**src/rtl/hh_pkg.sv**
```systemverilog
package hh_pkg;

    localparam int ST_SETTINGS = 4;
    localparam int LT_SETTINGS = 6;

    typedef enum logic [1:0] {
        PH_IDLE    = 2'd0,
        PH_EXPRESS = 2'd1,
        PH_STEADY  = 2'd2
    } lt_phase_e;

    function automatic int unsigned express_shift(int unsigned s, int unsigned delta);
        if (s > delta + 1) return s - delta;
        return 1;
    endfunction

    function automatic int unsigned lt_code_clamp(logic [2:0] code);
        if (int'(code) > LT_SETTINGS - 1) return LT_SETTINGS - 1;
        return int'(code);
    endfunction

endpackage

```
**src/rtl/hh_lpf.sv**
```systemverilog
module hh_lpf #(
    parameter int W   = 32,
    parameter int SHW = 5
) (
    input  logic                clk,
    input  logic                rst_n,
    input  logic                clr,
    input  logic                upd,
    input  logic signed [W-1:0] x,
    input  logic [SHW-1:0]      shift,
    output logic signed [W-1:0] y
);

    logic signed [W-1:0] y_d, y_q;
    logic signed [W:0]   diff_w;
    logic signed [W:0]   step_w;

    always_comb begin
        diff_w = {x[W-1], x} - {y_q[W-1], y_q};
        step_w = diff_w >>> shift;
        y_d    = y_q;
        if (clr) begin
            y_d = '0;
        end else if (upd) begin
            y_d = y_q + step_w[W-1:0];
        end
    end

    always_ff @(posedge clk or negedge rst_n) begin
        if (!rst_n) y_q <= '0;
        else        y_q <= y_d;
    end

    assign y = y_q;

    // no sample and no clear leaves the average untouched
    a_r2_hold: assert property (@(posedge clk) disable iff (!rst_n)
        (!clr && !upd) |=> $stable(y_q));

    // an update lands between the old average and the sample
    a_r2_bounded: assert property (@(posedge clk) disable iff (!rst_n)
        (upd && !clr && (x >= y_q)) |=> ((y_q >= $past(y_q)) && (y_q <= $past(x))));

    a_r2_bounded_neg: assert property (@(posedge clk) disable iff (!rst_n)
        (upd && !clr && (x < y_q)) |=> ((y_q <= $past(y_q)) && (y_q >= $past(x))));

endmodule

```
**src/rtl/hh_ctrl.sv**
```systemverilog
module hh_ctrl #(
    parameter int EXPRESS_TICKS = 900
) (
    input  logic clk,
    input  logic rst_n,
    input  logic synced,
    input  logic ref_switch,
    input  logic lock_lost,
    input  logic flush_wr,
    input  logic flush_data,
    input  logic sec_tick,
    output logic restart,
    output logic armed,
    output logic express,
    output logic copy_en,
    output logic dev_clr
);
    import hh_pkg::*;

    localparam int CW = (EXPRESS_TICKS < 2) ? 1 : $clog2(EXPRESS_TICKS);

    typedef struct packed {
        lt_phase_e     phase;
        logic [CW-1:0] cnt;
        logic          sync_q;
    } ctrl_t;

    ctrl_t s_d, s_q;
    logic  sync_rise;
    logic  sync_fall;

    always_comb begin
        sync_rise = synced && !s_q.sync_q;
        sync_fall = !synced && s_q.sync_q;
        restart   = ref_switch || lock_lost || flush_wr || sync_fall;

        s_d        = s_q;
        s_d.sync_q = synced;
        if (restart) begin
            s_d.phase = PH_IDLE;
            s_d.cnt   = '0;
        end else begin
            unique case (s_q.phase)
                PH_IDLE: begin
                    if (sync_rise) begin
                        s_d.phase = PH_EXPRESS;
                        s_d.cnt   = '0;
                    end
                end
                PH_EXPRESS: begin
                    if (sec_tick) begin
                        if (s_q.cnt == CW'(EXPRESS_TICKS - 1)) s_d.phase = PH_STEADY;
                        else                                   s_d.cnt   = s_q.cnt + 1'b1;
                    end
                end
                PH_STEADY: ;
                default: s_d.phase = PH_IDLE;
            endcase
        end

        armed   = (s_q.phase != PH_IDLE);
        express = (s_q.phase == PH_EXPRESS);
        copy_en = (s_q.phase == PH_STEADY) && !restart;
        dev_clr = flush_wr && flush_data;
    end

    always_ff @(posedge clk or negedge rst_n) begin
        if (!rst_n) begin
            s_q.phase  <= PH_IDLE;
            s_q.cnt    <= '0;
            s_q.sync_q <= 1'b0;
        end else begin
            s_q <= s_d;
        end
    end

    // express count never reaches the limit
    a_r6_count_bound: assert property (@(posedge clk) disable iff (!rst_n)
        (s_q.phase == PH_EXPRESS) |-> (int'(s_q.cnt) < EXPRESS_TICKS));

    // restart always leaves the block disarmed
    a_r7_disarm: assert property (@(posedge clk) disable iff (!rst_n)
        restart |=> (s_q.phase == PH_IDLE));

    // arming only follows a rising sync edge
    a_r5_arm_edge: assert property (@(posedge clk) disable iff (!rst_n)
        ((s_q.phase == PH_IDLE) && !(synced && !s_q.sync_q)) |=> (s_q.phase == PH_IDLE));

endmodule

```
**src/rtl/hh_devhold.sv**
```systemverilog
module hh_devhold #(
    parameter int W = 32
) (
    input  logic                clk,
    input  logic                rst_n,
    input  logic                copy_en,
    input  logic                clr,
    input  logic signed [W-1:0] src,
    output logic signed [W-1:0] dev,
    output logic                valid
);

    typedef struct packed {
        logic [W-1:0] val;
        logic         ok;
    } dh_t;

    dh_t h_d, h_q;

    always_comb begin
        h_d = h_q;
        if (clr) begin
            h_d.val = '0;
            h_d.ok  = 1'b0;
        end else if (copy_en) begin
            h_d.val = src;
            h_d.ok  = 1'b1;
        end
    end

    always_ff @(posedge clk or negedge rst_n) begin
        if (!rst_n) begin
            h_q.val <= '0;
            h_q.ok  <= 1'b0;
        end else begin
            h_q <= h_d;
        end
    end

    assign dev   = h_q.val;
    assign valid = h_q.ok;

    // without a copy or clear the holdover value persists
    a_r9_persist: assert property (@(posedge clk) disable iff (!rst_n)
        (!copy_en && !clr) |=> ($stable(h_q.val) && $stable(h_q.ok)));

    // a copy always leaves the value valid
    a_r11_valid_after_copy: assert property (@(posedge clk) disable iff (!rst_n)
        (copy_en && !clr) |=> h_q.ok);

endmodule

```
**src/rtl/holdover_hist.sv**
```systemverilog
module holdover_hist #(
    parameter int W             = 32,
    parameter int ST_BASE       = 6,
    parameter int LT_BASE       = 14,
    parameter int EXPRESS_TICKS = 900,
    parameter int EXPRESS_DELTA = 4
) (
    input  logic         clk,
    input  logic         rst_n,
    input  logic [W-1:0] freq_in,
    input  logic         freq_vld,
    input  logic [1:0]   st_bw_sel,
    input  logic [2:0]   lt_bw_sel,
    input  logic         synced,
    input  logic         ref_switch,
    input  logic         lock_lost,
    input  logic         flush_wr,
    input  logic         flush_data,
    input  logic         sec_tick,
    output logic [W-1:0] st_hist,
    output logic [W-1:0] lt_hist,
    output logic [W-1:0] dev_hist,
    output logic         dev_valid,
    output logic         dev_updating
);
    import hh_pkg::*;

    localparam int ST_MAX = ST_BASE + ST_SETTINGS;
    localparam int LT_MAX = LT_BASE + LT_SETTINGS;
    localparam int SHW    = $clog2((ST_MAX > LT_MAX) ? ST_MAX : LT_MAX);

    logic               lt_restart;
    logic               lt_armed;
    logic               lt_express;
    logic               lt_copy;
    logic               dh_clr;
    logic [SHW-1:0]     st_shift;
    logic [SHW-1:0]     lt_shift;
    logic signed [W-1:0] x_s;
    logic signed [W-1:0] st_y, lt_y, dev_y;
    int unsigned        lt_norm;

    assign x_s = $signed(freq_in);

    always_comb begin
        st_shift = SHW'(ST_BASE + int'(st_bw_sel));
        lt_norm  = LT_BASE + lt_code_clamp(lt_bw_sel);
        if (lt_express) lt_shift = SHW'(express_shift(lt_norm, EXPRESS_DELTA));
        else            lt_shift = SHW'(lt_norm);
    end

    hh_ctrl #(
        .EXPRESS_TICKS(EXPRESS_TICKS)
    ) u_ctrl (
        .clk       (clk),
        .rst_n     (rst_n),
        .synced    (synced),
        .ref_switch(ref_switch),
        .lock_lost (lock_lost),
        .flush_wr  (flush_wr),
        .flush_data(flush_data),
        .sec_tick  (sec_tick),
        .restart   (lt_restart),
        .armed     (lt_armed),
        .express   (lt_express),
        .copy_en   (lt_copy),
        .dev_clr   (dh_clr)
    );

    hh_lpf #(.W(W), .SHW(SHW)) u_st (
        .clk  (clk),
        .rst_n(rst_n),
        .clr  (1'b0),
        .upd  (freq_vld),
        .x    (x_s),
        .shift(st_shift),
        .y    (st_y)
    );

    hh_lpf #(.W(W), .SHW(SHW)) u_lt (
        .clk  (clk),
        .rst_n(rst_n),
        .clr  (lt_restart),
        .upd  (freq_vld && lt_armed),
        .x    (x_s),
        .shift(lt_shift),
        .y    (lt_y)
    );

    hh_devhold #(.W(W)) u_dev (
        .clk    (clk),
        .rst_n  (rst_n),
        .copy_en(lt_copy),
        .clr    (dh_clr),
        .src    (lt_y),
        .dev    (dev_y),
        .valid  (dev_valid)
    );

    assign st_hist      = st_y;
    assign lt_hist      = lt_y;
    assign dev_hist     = dev_y;
    assign dev_updating = lt_copy;

    // any restart cause empties the long-term average
    a_r7_lt_zero: assert property (@(posedge clk) disable iff (!rst_n)
        lt_restart |=> (lt_hist == '0));

    // long-term average moves only on a sample or a restart
    a_r5_lt_still: assert property (@(posedge clk) disable iff (!rst_n)
        (!freq_vld && !lt_restart) |=> $stable(lt_hist));

    // a flush with data 1 empties the holdover value
    a_r10_flush_one: assert property (@(posedge clk) disable iff (!rst_n)
        (flush_wr && flush_data) |=> (!dev_valid && dev_hist == '0));

    // a restart stops the refresh of the holdover value
    a_r8_stop_on_restart: assert property (@(posedge clk) disable iff (!rst_n)
        lt_restart |=> !dev_updating);

    // shift always lies inside the long-term range
    a_r4_shift_range: assert property (@(posedge clk) disable iff (!rst_n)
        (int'(lt_shift) >= 1) && (int'(lt_shift) <= LT_BASE + LT_SETTINGS - 1));

endmodule

```
**config.mk**
```make
export PLATFORM = sky130hd
export DESIGN_NAME = holdover_hist
export DESIGN_NICKNAME = d
export VERILOG_FILES = /design/src/rtl/hh_pkg.sv /design/src/rtl/hh_lpf.sv /design/src/rtl/hh_ctrl.sv /design/src/rtl/hh_devhold.sv /design/src/rtl/holdover_hist.sv
export SDC_FILE = /design/constraint.sdc
export NUM_CORES = 1
export LEC_CHECK = 0
export CORE_MARGIN = 2
export CORE_UTILIZATION = 40
export CTS_CLUSTER_SIZE = 20
export DETAILED_ROUTE_END_ITERATION = 10
export SYNTH_ARGS = -nofsm -noshare
export SYNTH_HDL_FRONTEND = slang
export SYNTH_SLANG_ARGS = --single-unit
```
**constraint.sdc**
```tcl
create_clock -name clk -period 5.9 [get_ports clk]
set_clock_uncertainty 0.15 [all_clocks]
set_input_delay 0.885 -clock clk [delete_from_list [all_inputs] [get_ports clk]]
set_output_delay 0.885 -clock clk [all_outputs]
set_load 0.02 [all_outputs]
```
; ---- Word level (Yosys, flattened, before mapping)
; Index checks and enable logic that the tools add are counted.
[totals]
reg_bits = 110
in_bits = 46
out_inout_bits = 98
[classes]
add_sub_neg = 8
magnitude_cmp = 2
n_eq_ne = 8
n_shift = 2
mux = 19
reduce_logical = 18
[ops]
columns = op, count
row1 = 32-bit two-way mux, 3
row2 = 33-bit two-way mux, 2
row3 = 32-bit by 32-bit subtractor with 33-bit output, 2
row4 = 32-bit adder, 2
row5 = 12-bit two-way mux, 3
row6 = 33-bit by 4-bit >>> shifter with 32-bit output, 1
row7 = 33-bit by 5-bit >>> shifter with 32-bit output, 1
row8 = 4-bit by 32-bit adder with 32-bit output (first input constant), 1
row9 = 32-bit by 3-bit greater-than comparator with 1-bit output (second input constant), 1
row10 = 10-bit case mux with 2 select lines, 1
row11 = 5-bit two-way mux, 3
row12 = 10-bit by 1-bit adder with 10-bit output (second input constant), 1
row13 = 10-bit == test (second input constant), 1
row14 = 10-bit two-way mux, 1
row15 = 4-bit AND reduction, 2
row16 = 3-bit by 2-bit != test with 1-bit output (second input constant), 2
row17 = 3-bit != test (second input constant), 2
row18 = 2-bit case mux with 3 select lines, 1
row19 = 2-bit nonzero test, 3
row20 = 1-bit logical AND, 5
row21 = 5-bit by 3-bit subtractor with 5-bit output (second input constant), 1
row22 = 3-bit by 2-bit adder with 4-bit output (first input constant), 1
row23 = 3-bit greater-than comparator (second input constant), 1
row24 = 1-bit zero test, 3
row25 = 9 further kinds, 13

; ---- Depth between registers and ports, before layout
; Gate-level depths: netlist (run 1).
[depth]
depth_word = 13
ltp_mapped = 29
ltp_nobuf = 28

; ---- By module
; A second synthesis (run 1) with hierarchy kept.
[hier_totals]
hier_cells = 2190
hier_area_um2 = 17095.1
[by_module_without_submodules]
columns = mod, instances, cells_each, area_per_inst_um2
row1 = hh_lpf (u_st), 1, 1023, 7526.0
row2 = hh_lpf (u_lt), 1, 966, 7362.1
row3 = hh_devhold, 1, 107, 1363.8
row4 = hh_ctrl, 1, 85, 789.5
row5 = holdover_hist, 1, 9, 53.8

; ---- Least setup slack after synthesis (run 1)
; No wires, ideal clock.
[synth_path]
kind = input to register
startpoint = input freq_in[0]
endpoint = register u_lt.y_q[31] (netlist: u_lt.y[31])
arrival_time_ps = 6021
t_required_ps = 5672
path_slack_ps = -349
path_stages = 26
path_cell_list = inv_1 > ha_1 > fa_1 > nand2b_1 > a21oi_1 > o41a_4 > a21o_1 > buf_6 > a21bo_2 > xnor2_1 > mux2_2 > mux2_4 > mux4_2 > o21ai_1 > ha_1 > nand2_1 > o211a_1 > o31ai_1 > nand4_1 > a21oi_1 > nand4_1 > a211oi_1 > a211oi_1 > xnor2_1 > or3_1 > a21oi_1
[synth_between]
elab_chain_cells = 5
[synth_lines]
columns = item, line
row1 = from (decl), holdover_hist.sv:10  ; input logic [W-1:0] freq_in,
row2 = 32-bit by 32-bit subtractor with 33-bit output, hh_lpf.sv:19  ; diff_w = {x[W-1], x} - {y_q[W-1], y_q};
row3 = 33-bit by 5-bit >>> shifter with 32-bit output, hh_lpf.sv:20  ; step_w = diff_w >>> shift;
row4 = 32-bit adder, hh_lpf.sv:25  ; y_d = y_q + step_w[W-1:0];
row5 = 32-bit two-way mux, hh_lpf.sv:24  ; end else if (upd) begin
row6 = 32-bit two-way mux, hh_lpf.sv:22  ; if (clr) begin
row7 = to (signal assigned), hh_lpf.sv:31  ; else y_q <= y_d;
row8 = to (decl), hh_lpf.sv:14  ; logic signed [W-1:0] y_d, y_q;
; No other way between the ends. The select of a mux whose other input is x is not followed.
; A chain may end at the register's enable or synchronous reset.

; ---- Worst setup path after layout (run 1)
[layout_path]
startpoint = input freq_in[16]
endpoint = register u_lt.y_q[31] (netlist: u_lt.y[31])
; The elaborated chain is that of the path after synthesis.

==> results.json, run 1 <==
{
  "post_synth_num_cell_types": 96,
  "numCtsBuffers": 9,
  "synth_edf_count": 0,
  "cp-start-kind": "input pin",
  "regToRegEndpoint": "u_lt.y[31]$_DFFE_PN0P_",
  "num_rows": 67,
  "syn_nets": 1931,
  "powerDensity_nw_per_um2": 408,
  "drtIter0Drc": 974,
  "antenna_found_initial": 0,
  "worst_ep_required_time_ns": 6.07,
  "hold_viol_final": 0,
  "clkLatencyLatePin_ns": 0.40,
  "synth_area_leaders": "dfrtp_1 20%, ha_1 13%, a21oi_1 6.5%",
  "rsz0062_at_grt": "true",
  "final_cell_area_sq_um": 20900,
  "syn_area_per_cell_sq_um": 7.77,
  "max_slew_margin_pct": 47.7,
  "fin_setup_tns_ns": -1.77,
  "end_kind": "flop",
  "drt-wirelength-per-cell_um": 17.7,
  "diodes": 0,
  "path_delay_family": "compound AO/OA/AOI/OAI gates",
  "place_area_sq_um": 18900,
  "core_region_area_sq_um": 33400,
  "grt_max_degree": 61,
  "io_buffers": 143,
  "irDropWorstVdd_mv": 0.340,
  "synth_top_area_cell": "dfrtp_1",
  "worst_slew_pin_slew_ns": 0.784,
  "worst_hold_path.num_cells": 1,
  "fmax_mhz": 162,
  "cts_num_sinks": 110,
  "path_clk_slew_ns": 0.08,
  "min_to": "u_ctrl.s_q[9]$_DFFE_PN0P_",
  "die_height_um": 188,
  "finalNetCount": 2534,
  "fin_hold_ws_ns": 0.340,
  "synth.yosys.seq_area_share_pct": 20.3,
  "period_share_pct": 105,
  "cts_hold_buf": 0,
  "slowest_stage": "o311ai_4",
  "drive_above_1_share_pct": 34.4,
  "ctsHtreeMaxLevel": 3,
  "route.vias.total": 15600,
  "ys_seq_elements": 110,
  "gp_congestion": 0.975,
  "ios": 144,
  "grt_usage_pct": 27.2,
  "dieArea_sq_um": 35400,
  "syn_to_final_growth_pct": 54.4,
  "hpwlAfterDp_mm": 38.6,
  "drc": 0,
  "grt_pass1_wl_mm": 77.9,
  "leakage_nw": 9.71,
  "start_util_pct": 40.5,
  "routed_via_density": 5.55,
  "grt_pass1_vias": 15300,
  "regToRegSetupSlack_ns": -0.24,
  "fin_ws_ns": -0.266,
  "failed_checks": "setup timing",
  "utilization_pct": 62.6,
  "final_antenna_net_count": 0,
  "drv_cap": 0,
  "crit_buf_inv": 4,
  "preCtsSetupSlack_ns": -1.35,
  "die_x_um": 188,
  "ff2ff_path_depth": 26,
  "ys.flop_type": "dfrtp_1",
  "fin_crit_ns": 6.17,
  "final_max_slew_viol_count": 0,
  "outcome": "finished, violations left",
  "netlist_area_sq_um": 13600,
  "yosys_warnings": 0,
  "async_flop_share_pct": 100,
  "r2r_start": "u_lt.y[13]$_DFFE_PN0P_",
  "hp-class": "reg -> reg",
  "hp-start": "u_ctrl.s_q[9]$_DFFE_PN0P_",
  "cts_tree": "built",
  "arrival_ns": 6.33,
  "grt_overflow": 0,
  "setup_viol": 11,
  "wirelength_mm": 49.5,
  "synth_cells": 1746,
  "synth_top_area_share_pct": 20.3,
  "dr.pass1.iters": 5,
  "slowest_delay_ns": 0.47,
  "worstSetupPathType": "in -> reg",
  "clockBufferDepth": 2,
  "root_buffer": "clkbuf_16",
  "crit_fanout": 5
}
-- power breakdown --
part / leakage (nW) / internal, mW / switching (mW)
clock network: 0.168 / 0.394 / 0.342
registers: 1.47 / 0.888 / 0.110
logic: 8.07 / 3.46 / 3.35
-- Yosys cell counts (38+ instances only) --
master,count
nor2_1,130
a22o_1,38
clkbuf_1,72
inv_1,87
dfrtp_1,110
xnor2_1,67
mux2i_1,54
ha_1,136
nand2_1,190
a21o_1,64
nand3_1,38
a21oi_1,176
o21ai_0,121
-- through the flow --
stage,cells,power [mW]
finish,2802,8.54
global route,2802,9.27
CTS,2776,8.24
detailed placement,2734,7.22
global placement,2734,7.08
floorplan,1746,4.78
-- cell families (layout without fill, tap and decap cells) --
group,count (synthesis),count (layout),share of synthesized area (%)
adders and majority gates,139,139,13.0
and+or+nand+nor,502,502,17.1
buffers and inverters,174,782,5.03
AOI/OAI and AO/OA,644,644,31.9
xor gates and xnor gates,103,103,6.71
DFF,110,110,20.3
muxes,74,74,6.01
-- worst max-delay path by stage --
stage,start,end,slack [ns],depth (start not counted)
final,freq_in[16],u_lt.y[31]$_DFFE_PN0P_,-0.27,26
after global routing,freq_in[16],u_lt.y[24]$_DFFE_PN0P_,-0.52,26
after CTS,freq_in[0],u_lt.y[31]$_DFFE_PN0P_,-0.37,27
after detailed placement,freq_in[14],u_lt.y[31]$_DFFE_PN0P_,-1.35,25
after global placement,freq_in[0],u_lt.y[28]$_DFFE_PN0P_,-1.23,27
after floorplan,freq_in[0],u_lt.y[31]$_DFFE_PN0P_,-0.09,26
-- timing repair --
item	4_1_cts	5_1_grt
gates resized for setup	171	165
setup buffers	27	29
pin swaps	76	124
gates cloned	0	0
setup endpoints to repair	38	35
-- layout by cell type, fill, tap and decap left out, types with 7 or more instances in the layout --
cell type and n:
ha_4 31, nand2_1 184, buf_6 12, o21bai_1 11, nor3_1 22, o21a_1 18
o21ai_0 93, clkbuf_16 9, buf_4 524, a21oi_1 142, nor2b_1 15, a31oi_1 17
o211ai_1 18, xnor2_1 61, ha_1 101, a21oi_4 7, a21oi_2 32, o21ai_2 14
o31ai_1 9, xor2_1 33, clkbuf_2 13, or3_1 10, and2_1 13, a21o_1 62
clkdlybuf4s50_1 114, mux2i_1 49, dfrtp_1 109, nand2b_1 16, nand4_1 12, a211o_1 10
o21ai_1 21, a211oi_1 18, inv_1 84, a22o_1 38, o22ai_1 9, nor2_1 125
mux2_2 14, and3_1 18, nand3_1 36
-- final cells by class --
class,instances,area [sq um]
repair buffers,677,5430
clock inverters,6,100
multi-input cells,1462,11500
inverters,89,337
clock buffers,10,239
flip-flops and latches,110,2750
fillers,2901,12500
well taps,448,561
-- worst reg2reg max path: cells and delay by family, from the launching register on --
family                     cells  cell delay (ns)
and+or+nand+nor                3             0.79
xor gates and xnor gates       1             0.09
adders and majority gates      2             0.52
buffers and inverters          5             0.70
DFF                            1             0.47
AOI/OAI and AO/OA             12             2.25
muxes                          3             1.08
-- routing by layer --
layer  GRT usage [%]  share of wire (%)
met4            7.60                2.5
met3            3.72                3.8
met1            35.7                 45
met2            46.7                 48
met5               0                  0
-- flip-flops by register name, indices dropped and copies added, names as in the netlist --
signal / cells
u_lt.y: 32
u_st.y: 32
u_dev.dev: 32
u_dev.valid: 1
u_ctrl.s_q: 13
Power figures use the tool's default switching activity.
==> run 2, diff against run 1 <==
CORE_MARGIN = 8   (was 2)
SLEW_MARGIN = 20   (was unset)
==> run 2 against run 1 <==
  * The run still ends with setup timing left
  * Clock power fell by 6.9%
  * Die area grew 13%
  * Setup slack better by 0.023 ns
  * Design area about the same
  * Maximum frequency grew 0.37%
  * Worst hold slack better by 0.0021 ns
  * Power decreased by 0.30%
  * Combinational power about the same
  * Non-clock buffer count up 5
  * Sequential cell count is the same
  * Critical path type unchanged
==> results.json, run 2 (synthesized netlist as in run 1, its figures left out) <==
{
  "outcome": "finished, violations left",
  "failed_checks": "setup timing",
  "grt_max_degree": 58,
  "hp-class": "reg -> reg",
  "ff2ff_path_depth": 25,
  "antenna_found_initial": 0,
  "worst_slew_pin_slew_ns": 0.758,
  "fmax_mhz": 163,
  "grt_overflow": 0,
  "grt_pass1_vias": 15500,
  "place_area_sq_um": 19000,
  "cts_hold_buf": 0,
  "diodes": 0,
  "drtIter0Drc": 806,
  "drive_above_1_share_pct": 34.3,
  "start_util_pct": 40.5,
  "dieArea_sq_um": 40000,
  "leakage_nw": 9.73,
  "max_slew_margin_pct": 49.5,
  "num_rows": 67,
  "cts_num_sinks": 110,
  "route.vias.total": 15800,
  "rsz0062_at_grt": "true",
  "io_buffers": 143,
  "slowest_stage": "mux4_2",
  "gp_congestion": 0.978,
  "grt_pass1_wl_mm": 79.5,
  "num-fill-cells": 2956,
  "setup_viol": 9,
  "path_clk_slew_ns": 0.08,
  "final_common_cell": "buf_4",
  "ios": 144,
  "placedCellCount": 2735,
  "root_buffer": "clkbuf_16",
  "cts_tree": "built",
  "final_cell_mix": "526 x buf_4, 186 x nand2_1, 141 x a21oi_1",
  "drv_cap": 0,
  "fin_ws_ns": -0.243,
  "core_region_area_sq_um": 33400,
  "path_delay_family": "compound AO/OA/AOI/OAI gates",
  "worst_ep_required_time_ns": 6.07,
  "final_max_slew_viol_count": 0,
  "final_antenna_net_count": 0,
  "die_height_um": 200,
  "fin_hold_ws_ns": 0.342,
  "cp.depth": 27,
  "hpwlAfterDp_mm": 39.4,
  "fin_cells": 2807,
  "fin_crit_ns": 6.14,
  "end_kind": "flop",
  "clockBufferDepth": 2,
  "ctsHtreeMaxLevel": 3,
  "grt_usage_pct": 23.8,
  "irDropWorstVdd_mv": 0.311,
  "syn_to_final_growth_pct": 54.5,
  "routed_via_density": 5.62,
  "powerDensity_nw_per_um2": 407,
  "clkLatencyLatePin_ns": 0.39,
  "arrival_ns": 6.31,
  "crit_fanout": 4,
  "die_x_um": 200,
  "wirelength_mm": 50.8,
  "cp-start-kind": "input pin",
  "period_share_pct": 104,
  "finalNetCount": 2539,
  "preCtsSetupSlack_ns": -1.37,
  "drc": 0,
  "worst_hold_path.num_cells": 1,
  "numCtsBuffers": 9,
  "drt-wirelength-per-cell_um": 18.1,
  "final_cell_area_sq_um": 20900,
  "slowest_delay_ns": 0.54,
  "dr.pass1.iters": 7,
  "worstSetupPathType": "in -> reg",
  "hold_viol_final": 0,
  "crit_buf_inv": 3
}
-- run 2: cell type report --
| cell class | count | area (sq um) | share of cell area, % |
|---|---|---|---|
| clock inverters | 7 | 91.3 | 0.436 |
| multi-input cells | 1462 | 11500 | 54.8 |
| inverters | 89 | 337 | 1.61 |
| flip-flops and latches | 110 | 2750 | 13.1 |
| clock buffers | 9 | 225 | 1.08 |
| well taps | 448 | 561 | 2.68 |
| repair buffers | 682 | 5500 | 26.3 |
-- run 2: per-layer routing --
metal	routed length [um]	vias up	track usage, %
li1	-	7673	-
met4	1250	0	7.73
met1	23100	7621	30.8
met2	24400	399	40.6
met5	0	-	0
met3	2100	74	2.84
-- run 2: path summary, 6_finish.rpt --
check	from	endpoint	slack, ns
worst max-delay path	freq_in[0]	u_lt.y[31]$_DFFE_PN0P_	-0.24
worst min-delay path	u_ctrl.s_q[9]$_DFFE_PN0P_	u_ctrl.s_q[9]$_DFFE_PN0P_	0.34
worst max register to register	u_lt.y[12]$_DFFE_PN0P_	u_lt.y[31]$_DFFE_PN0P_	-0.16
worst min register to register	u_ctrl.s_q[9]$_DFFE_PN0P_	u_ctrl.s_q[9]$_DFFE_PN0P_	0.34
max in group asynchronous	rst_n	u_lt.y[4]$_DFFE_PN0P_	3.98
min in group asynchronous	rst_n	u_dev.dev[24]$_DFFE_PN0P_	0.37
-- run 2: where the power goes --
| part | total [mW] | switching [mW] | internal [mW] |
|---|---|---|---|
| logic | 6.83 | 3.36 | 3.47 |
| registers | 1.01 | 0.121 | 0.888 |
| clock network | 0.684 | 0.344 | 0.340 |
| total | 8.52 | 3.82 | 4.70 |
-- run 2: worst register-to-register path, stage by stage (launching register included) --
cell      delay (ns)
dfrtp_1         0.49
inv_1           0.12
ha_4            0.24
and3_1          0.19
and2_1          0.17
a221o_1         0.34
a21o_4          0.23
buf_6           0.13
a21bo_4         0.22
xnor2_2         0.13
mux2_2          0.26
mux2_4          0.30
mux4_2          0.54
o21ai_4         0.18
ha_4            0.15
nand2_1         0.06
o211a_1         0.27
o31ai_4         0.21
nand4_1         0.20
a21oi_2         0.25
nand4_1         0.18
a211oi_2        0.30
a211oi_2        0.09
xnor2_1         0.14
or3_1           0.32
a21oi_2         0.13
-- run 2: repair_timing --
item	in CTS	in global routing
gates cloned	0	0
resized for setup	173	155
setup endpoints to repair	33	38
setup buffers	33	26
pin swaps	89	111
-- run 2: stage by stage --
step	TNS, ns	util [%]	power, mW
floorplan	-0.142	-	4.78
global placement	-28.28	56.7	7.09
detailed placement	-30.91	56.7	7.22
global route	-4.50	62.6	9.20
CTS	-1.89	60.4	8.12
finish	-1.04	62.6	8.52
==> run 3, diff against run 2 <==
SKIP_CTS_REPAIR_TIMING = 1   (was unset)
==> run 3 against run 2 <==
  * The flow still finishes with violations (setup timing)
  * Worst hold slack gained 0.0017 ns
  * First-iteration DRC count shrank 0.37%
  * Cell count fell by 1.0%
  * Die area unchanged
  * Critical path type unchanged
  * Largest cell class unchanged
==> results.json, run 3 (synthesized netlist as in run 1, its figures left out) <==
{
  "end_kind": "flop",
  "dieArea_sq_um": 40000,
  "drt-wirelength-per-cell_um": 17.9,
  "fin_ws_ns": -0.477,
  "setup_viol": 16,
  "syn_to_final_growth_pct": 51.5,
  "path_clk_slew_ns": 0.08,
  "worst_ep_required_time_ns": 6.07,
  "cp-start-kind": "input pin",
  "die_x_um": 200,
  "hpwlAfterDp_mm": 39.4,
  "outcome": "finished, violations left",
  "final_common_cell": "buf_4",
  "worstSetupPathType": "in -> reg",
  "grt_pass1_vias": 15000,
  "final_antenna_net_count": 0,
  "wirelength_mm": 49.8,
  "drive_above_1_share_pct": 31.8,
  "io_buffers": 143,
  "routed_via_density": 5.58,
  "diodes": 0,
  "num_rows": 67,
  "antenna_found_initial": 0,
  "grt_usage_pct": 23.0,
  "numCtsBuffers": 9,
  "final_cell_mix": "504 x buf_4, 188 x nand2_1, 142 x a21oi_1",
  "clkPwrFrac_pct": 8.1,
  "cts_num_sinks": 110,
  "placedCellCount": 2735,
  "fin_setup_tns_ns": -3.63,
  "final_cell_area_sq_um": 20500,
  "powerDensity_nw_per_um2": 412,
  "num-fill-cells": 3004,
  "pwr-share-seq_pct": 11.9,
  "drc": 0,
  "final_max_slew_viol_count": 0,
  "cts_tree": "built",
  "combinationalPowerShare_pct": 80.0,
  "slowest_stage": "o41a_4",
  "grt_max_degree": 58,
  "path_delay_family": "compound AO/OA/AOI/OAI gates",
  "failed_checks": "setup timing",
  "max_slew_margin_pct": 49.7,
  "drtIter0Drc": 803,
  "fin_cells": 2779,
  "fmax_mhz": 157,
  "drv_cap": 0,
  "hold_viol_final": 0,
  "clockBufferDepth": 2,
  "intPower_mw": 4.65,
  "place_area_sq_um": 19000,
  "route.vias.total": 15500,
  "period_share_pct": 108,
  "worst_slew_pin_slew_ns": 0.755,
  "finalNetCount": 2511,
  "fin_hold_ws_ns": 0.344,
  "start_util_pct": 40.5,
  "hp-class": "reg -> reg",
  "ios": 144,
  "dr.pass1.iters": 5,
  "sw_frac_of_total_pct": 45.0,
  "grt_overflow": 0,
  "leakage_nw": 9.69,
  "crit_fanout": 6,
  "gp_congestion": 0.978,
  "fin_crit_ns": 6.38,
  "clkLatencyLatePin_ns": 0.40,
  "root_buffer": "clkbuf_16",
  "irDropWorstVdd_mv": 0.290,
  "p_switching_mw": 3.81,
  "ctsHtreeMaxLevel": 3,
  "crit_buf_inv": 3,
  "core_region_area_sq_um": 33400,
  "rsz0062_at_grt": "true",
  "grt_pass1_wl_mm": 77.0,
  "p_total_mw": 8.46,
  "slowest_delay_ns": 0.50,
  "die_height_um": 200,
  "arrival_ns": 6.55
}
[run 3: changes by cell type in the layout (fill, tap and decap cells not counted), sizes merged]
cell	delta
clkdlybuf4s50	+3
buf	-34
clkbuf	-8
dlymetal6s2s	+16
clkdlybuf4s15	-1
dlygate4sd2	-4
[run 3: metrics by stage]
stage	setup WS, ns	util [%]
2_1_floorplan	-0.0912	-
3_3_place_gp	-1.29	56.7
3_5_place_dp	-1.37	56.7
4_1_cts	-0.995	57.6
5_1_grt	-0.686	61.4
6_report	-0.477	61.4
[run 3: cell type report]
type / instances / area [sq um] / area share [%]
Sequential cell: 110 / 2750 / 13.4
Clock buffer: 9 / 225 / 1.10
Clock inverter: 7 / 91.3 / 0.444
Multi-Input combinational cell: 1462 / 11200 / 54.5
Inverter: 89 / 337 / 1.64
Tap cell: 448 / 561 / 2.73
Timing Repair Buffer: 654 / 5370 / 26.2
[run 3: power by group through the flow]
stage / combinational (mW) / clock (mW) / sequential, mW
5_1_grt: 7.39 / 0.721 / 1.03
6_report: 6.77 / 0.684 / 1.01
3_5_place_dp: 6.20 / 0 / 1.02
3_3_place_gp: 6.07 / 0 / 1.02
4_1_cts: 6.24 / 0.700 / 1.01
2_1_floorplan: 3.65 / 0 / 1.13
[run 3: path summary, 6_finish.rpt]
kind                                            from  slack [ns]  cells past startpoint                   endpoint
min in group asynchronous                      rst_n        0.37                      1  u_dev.dev[24]$_DFFE_PN0P_
max in group asynchronous                      rst_n        3.99                      2   u_dev.dev[1]$_DFFE_PN0P_
hold / removal             u_ctrl.s_q[9]$_DFFE_PN0P_        0.34                      1  u_ctrl.s_q[9]$_DFFE_PN0P_
hold reg to reg            u_ctrl.s_q[9]$_DFFE_PN0P_        0.34                      1  u_ctrl.s_q[9]$_DFFE_PN0P_
setup / recovery                          freq_in[0]       -0.48                     28     u_lt.y[31]$_DFFE_PN0P_
setup reg to reg               u_lt.y[1]$_DFFE_PN0P_       -0.29                     27     u_lt.y[31]$_DFFE_PN0P_
[run 3: layer usage]
layer	wire length (um)	global-route usage [%]	up-vias
met4	1100	7.18	0
met1	22900	30.1	7471
li1	-	-	7617
met5	0	0	-
met3	2000	2.81	62
met2	23800	39.0	366
[run 3: worst reg2reg max path, cell delays in order, from the launching register on]
cell and delay (ns):
dfrtp_1 0.39, inv_1 0.12, ha_4 0.22, nor2b_4 0.12, o31a_1 0.30, buf_6 0.13, o31ai_4 0.31, nand3_4 0.16
and4_4 0.19, o311ai_4 0.33, nand3_2 0.15, buf_4 0.17, a211o_1 0.28, a22o_1 0.28, o21a_1 0.22, mux2i_2 0.21
ha_1 0.22, nand2_1 0.07, o211a_1 0.26, o31ai_4 0.25, nand4_1 0.19, a21oi_2 0.25, nand4_1 0.17, a211oi_2 0.27
a211oi_2 0.07, xnor2_1 0.14, or3_1 0.38, a21oi_2 0.11
